--- src/rtl/shared_port_pkg.sv ---
package shared_port_pkg;
  typedef enum logic [1:0] {
    OWN_GPIO = 2'd0,
    OWN_WAKE = 2'd1,
    OWN_CONV = 2'd2
  } owner_e;

  function automatic owner_e pick_owner(input logic conv, input logic wake);
    if (conv)      return OWN_CONV;
    else if (wake) return OWN_WAKE;
    else           return OWN_GPIO;
  endfunction
endpackage

--- src/rtl/port_sync.sv ---
module port_sync #(
  parameter int W = 8
) (
  input  logic         clk,
  input  logic         rst_n,
  input  logic [W-1:0] async_in,
  output logic [W-1:0] sync_out
);
  logic [W-1:0] stage1_q;
  logic [W-1:0] stage2_q;

  always_ff @(posedge clk or negedge rst_n) begin
    if (!rst_n) begin
      stage1_q <= '0;
      stage2_q <= '0;
    end else begin
      stage1_q <= async_in;
      stage2_q <= stage1_q;
    end
  end

  assign sync_out = stage2_q;
endmodule

--- src/rtl/port_regs.sv ---
module port_regs #(
  parameter int                W      = 8,
  parameter int                ADDR_W = 4,
  parameter logic [ADDR_W-1:0] BASE   = '0
) (
  input  logic              clk,
  input  logic              rst_n,
  input  logic [ADDR_W-1:0] addr,
  input  logic              wr,
  input  logic [W-1:0]      wdata,
  output logic              hit_data,
  output logic              hit_dir,
  output logic [W-1:0]      data_q,
  output logic [W-1:0]      dir_q
);
  localparam logic [ADDR_W-1:0] DATA_ADDR = BASE;
  localparam logic [ADDR_W-1:0] DIR_ADDR  = BASE + 1'b1;

  assign hit_data = (addr == DATA_ADDR);
  assign hit_dir  = (addr == DIR_ADDR);

  always_ff @(posedge clk or negedge rst_n) begin
    if (!rst_n) begin
      data_q <= '0;
      dir_q  <= '0;
    end else if (wr) begin
      if (hit_data) data_q <= wdata;
      if (hit_dir)  dir_q  <= wdata;
    end
  end
endmodule

--- src/rtl/port_pin_slice.sv ---
module port_pin_slice
  import shared_port_pkg::*;
(
  input  logic       dir_bit,
  input  logic       data_bit,
  input  logic       dien_bit,
  input  logic       pin_sync,
  input  logic       conv_claim,
  input  logic       wake_claim,
  output logic       oe,
  output logic       out,
  output logic       rd_bit,
  output logic [1:0] owner
);
  owner_e who;

  always_comb begin
    who = pick_owner(conv_claim, wake_claim);
    oe  = dir_bit && (who == OWN_GPIO);
    out = data_bit;
    if (dir_bit)       rd_bit = data_bit;
    else if (dien_bit) rd_bit = pin_sync;
    else               rd_bit = 1'b1;
  end

  assign owner = who;
endmodule

--- src/rtl/shared_port_ctrl.sv ---
module shared_port_ctrl #(
  parameter int                W      = 8,
  parameter int                ADDR_W = 4,
  parameter logic [ADDR_W-1:0] BASE   = '0
) (
  input  logic              clk,
  input  logic              rst_n,
  input  logic [ADDR_W-1:0] bus_addr,
  input  logic              bus_wr,
  input  logic [W-1:0]      bus_wdata,
  output logic [W-1:0]      bus_rdata,
  input  logic [W-1:0]      dien,
  input  logic [W-1:0]      adc_claim,
  input  logic [W-1:0]      kwu_claim,
  input  logic [W-1:0]      pad_in,
  output logic [W-1:0]      pad_oe,
  output logic [W-1:0]      pad_out,
  output logic [2*W-1:0]    pin_owner
);
  logic [W-1:0] data_q;
  logic [W-1:0] dir_q;
  logic [W-1:0] pin_s;
  logic [W-1:0] rd_vec;
  logic         hit_data;
  logic         hit_dir;

  port_regs #(.W(W), .ADDR_W(ADDR_W), .BASE(BASE)) u_regs (
    .clk      (clk),
    .rst_n    (rst_n),
    .addr     (bus_addr),
    .wr       (bus_wr),
    .wdata    (bus_wdata),
    .hit_data (hit_data),
    .hit_dir  (hit_dir),
    .data_q   (data_q),
    .dir_q    (dir_q)
  );

  port_sync #(.W(W)) u_sync (
    .clk      (clk),
    .rst_n    (rst_n),
    .async_in (pad_in),
    .sync_out (pin_s)
  );

  for (genvar i = 0; i < W; i++) begin : g_pin
    port_pin_slice u_slice (
      .dir_bit    (dir_q[i]),
      .data_bit   (data_q[i]),
      .dien_bit   (dien[i]),
      .pin_sync   (pin_s[i]),
      .conv_claim (adc_claim[i]),
      .wake_claim (kwu_claim[i]),
      .oe         (pad_oe[i]),
      .out        (pad_out[i]),
      .rd_bit     (rd_vec[i]),
      .owner      (pin_owner[2*i +: 2])
    );
  end

  always_comb begin
    if (hit_data)     bus_rdata = rd_vec;
    else if (hit_dir) bus_rdata = dir_q;
    else              bus_rdata = '0;
  end
endmodule

--- config.mk ---
export PLATFORM = sky130hd
export DESIGN_NAME = shared_port_ctrl
export DESIGN_NICKNAME = d
export VERILOG_FILES = /design/src/rtl/shared_port_pkg.sv /design/src/rtl/port_sync.sv /design/src/rtl/port_regs.sv /design/src/rtl/port_pin_slice.sv /design/src/rtl/shared_port_ctrl.sv
export SDC_FILE = /design/constraint.sdc
export NUM_CORES = 1
export LEC_CHECK = 0
export BUFFER_PORTS_ARGS = -buffer_cell sky130_fd_sc_hd__buf_2
export CAP_MARGIN = 20
export CORE_MARGIN = 3
export CORE_UTILIZATION = 37
export CTS_CLUSTER_DIAMETER = 40
export DETAILED_ROUTE_END_ITERATION = 12
export PLACE_DENSITY = 0.68
export SLEW_MARGIN = 20
export SYNTH_ARGS = -nofsm -noshare
export SYNTH_HDL_FRONTEND = slang
export SYNTH_SLANG_ARGS = --single-unit
--- constraint.sdc ---
create_clock -name clk -period 1.04 [get_ports clk]
set_clock_uncertainty 0.05 [all_clocks]
set_input_delay 0.156 -clock clk [delete_from_list [all_inputs] [get_ports clk]]
set_output_delay 0.156 -clock clk [all_outputs]
set_load 0.03 [all_outputs]
==> run summary <==
Final RePlAce weighted congestion - 0.7233
GR met2 Demand/Resource - 28.84%
First-pass iteration count of the detailed router - 4
Crit Path Category - reg2out
Clock share of power - 26.6%
Skew-Pair Late Insertion Delay - 290 ps
Leakage - 1.276 nW
Met1 global-route usage - 18.62%
Syn nets - 181
Achievable Freq - 692.4 MHz
Internal power - 3.023 mW
Seq pwr share - 35.9%
Commonest cells after routing, fill and taps aside - 60 x buf_2, 35 x buf_6, 32 x dfrtp_1, 10 x o21ai_2
#FFs+latches synth - 32
Antenna violations before repair - 0
WP data arrival - 1240 ps
Hpwl dp - 2669 um
Initial Util - 38.85%
Multi-input logic area - 735.7 sq um
Total CTS buffers - 5
Total GRT Usage - 16.16%
Number of DRC markers in iteration 0 - 27
Switch share - 30.55%
Final min period - 1444 ps
Routed len/inst - 14.32 um
Setup violators final - 32
Post-DRT Antenna Nets - 0
RSZ-0062 raised after global routing - true
Final worst slack - -404.2 ps
IO Count - 87
Grt peak-use layer - met2
Average vias per placed instance - 4.589
Die outline area - 5047 sq um
Worst Max-Slew Pin Slew - 476.1 ps
# fillers - 304
Sequential-to-total area share from yosys stat - 51.16%
Worst Path Required - 830 ps
Vias - 1285
Ranking of synthesized cells by area - dfrtp_1 51%, buf_4 12%, mux2_4 7.7%
Vias in the first global route - 1320
CP Max Fanout - 4
Drt drc - 0
CP startpoint - u_regs.dir_q[6]$_DFFE_PN0P_
Total power draw - 4.353 mW
Syn Area/Cell - 11.68 sq um
Sink Count - 32
Grt total ovfl - 0
Largest net degree at the start of global routing - 33
Period utilization - 138.9%
Comb pwr share - 37.5%
Outcome - finished, violations left
DRT Wirelength - 4010 um
CTS tree - built
Fin util - 65.62%
Register Area - 800.8 sq um
I/O Buffers - 86
Root Driver - clkbuf_8
Post-synth top area cell - dfrtp_1
Share of cells above drive strength 1 - 70.00%
Startpoint Class - flop
Hold path startpoint - bus_wdata[4]
Clk buf depth - 2
Max_cap viols - 0
ANT cells - 0
First-pass GRT wire length - 6244 um
Power per cell area - 1647 nW/um^2
Fin nets - 276
Met3 usage - 3.835%
Reg2reg start - u_regs.data_q[1]$_DFFE_PN0P_
Area Overhead vs Synth - 68.91%
Synth Warn # - 0
Tightest Hold Check Type - in2reg
Failing checks - negative setup slack
VDD IR max - 1.135 mV
Post-Syn Area - 1565 sq um
Distinct cells, synth - 18
Syn Inst Count - 134
NetSw - 1.330 mW
Core area - 4029 sq um
Clock-pin slew on the worst setup and hold paths - 70 ps
Max-slew violation total from the final report - 0
Synth top area share - 51.16%
Fin. Hold Viols - 0
H-tree depth - 2
Die width - 71.04 um
Die height - 71.04 um
Commonest non-fill, non-tap cell in the layout - buf_2
Relative slew slack - 68.26%
Row count - 23
CP Capture Type - primary output
power by group through the flow:
stage	Combinational [mW]	Sequential [mW]	Clock [mW]
6_report	1.63	1.56	1.16
5_1_grt	1.72	1.59	1.24
4_1_cts	1.52	1.56	1.18
3_3_place_gp	1.17	1.54	0
3_5_place_dp	1.19	1.54	0
2_1_floorplan	0.869	1.53	0
path summary, 6_finish.rpt:
| path | endpoint | slack [ps] | cells past startpoint |
|---|---|---|---|
| max reg2reg | u_regs.data_q[1]$_DFFE_PN0P_ | -20 | 3 |
| min in group asynchronous | u_regs.dir_q[4]$_DFFE_PN0P_ | 300 | 3 |
| max | bus_rdata[6] | -400 | 3 |
| min reg2reg | u_sync.sync_out[2]$_DFF_PN0_ | 300 | 0 |
| min | u_regs.data_q[4]$_DFFE_PN0P_ | 60 | 2 |
| max in group asynchronous | u_sync.stage1_q[3]$_DFF_PN0_ | 470 | 3 |
per-layer routing:
| layer | routed length, um | share of wire, % |
|---|---|---|
| met5 | 0 | 0 |
| met4 | 54 | 1.3 |
| met3 | 206 | 5.1 |
| met2 | 2237 | 56 |
| met1 | 1511 | 38 |
synth_stat cells:
cell	n
nand2_2	1
buf_4	24
clkbuf_1	2
nor2b_4	1
mux2_4	8
nor3b_1	8
inv_1	8
buf_2	1
a211o_1	2
mux2_2	8
nor2_1	6
o21ai_0	14
nor2b_1	8
buf_12	1
dfrtp_1	32
nor4b_4	1
or3_2	1
a21oi_1	8
registers in the layout (all words and copies together), names as in the netlist:
name             cells
u_sync.sync_out      8
u_regs.data_q        8
u_sync.stage1_q      8
u_regs.dir_q         8
metrics by stage:
step                      cell area, sq um  setup slack [ps]  TNS, ps  hold slack (ps)  cells
final                                 2644            -404.2    -5744            64.70    280
after CTS                             2544            -401.9    -5829            58.92    277
after floorplan                       1690            -190.8    -2425           -189.6    134
after global placement                2069            -354.1    -7371            72.88    256
after global routing                  2644            -459.1    -7026            60.62    280
after detailed placement              2069            -388.6    -7814            72.51    256
layout make-up:
| cell class | instances | area share (%) |
|---|---|---|
| timing repair buffer | 116 | 34.31 |
| multi-input combinational | 66 | 27.83 |
| sequential | 32 | 30.29 |
| clock buffer | 6 | 2.745 |
| inverter | 8 | 1.136 |
| clock inverter | 2 | 1.325 |
| tap | 50 | 2.366 |
critical path: stages (launching register included):
cell and delay [ps]:
dfrtp_1 410, a211o_1 270, a21oi_4 130, buf_6 140
cell families after synthesis:
logic type / count (synthesis) / share of synthesized area (%)
buffers and inverters: 36 / 15.51
muxes: 16 / 13.43
and+or+nand+nor: 26 / 11.75
DFF: 32 / 51.16
AOI/OAI and AO/OA: 24 / 8.154
what timing repair did:
item                                    4_1_cts  5_1_grt
cloned                                        0        0
pin swaps                                    11        3
hold buffers                                  9        0
endpoints found under the setup margin       32       40
hold endpoints to repair                     40        0
buffers inserted                              4        5
gates resized for setup                      83       19
(Power assumes the default switching activity.)
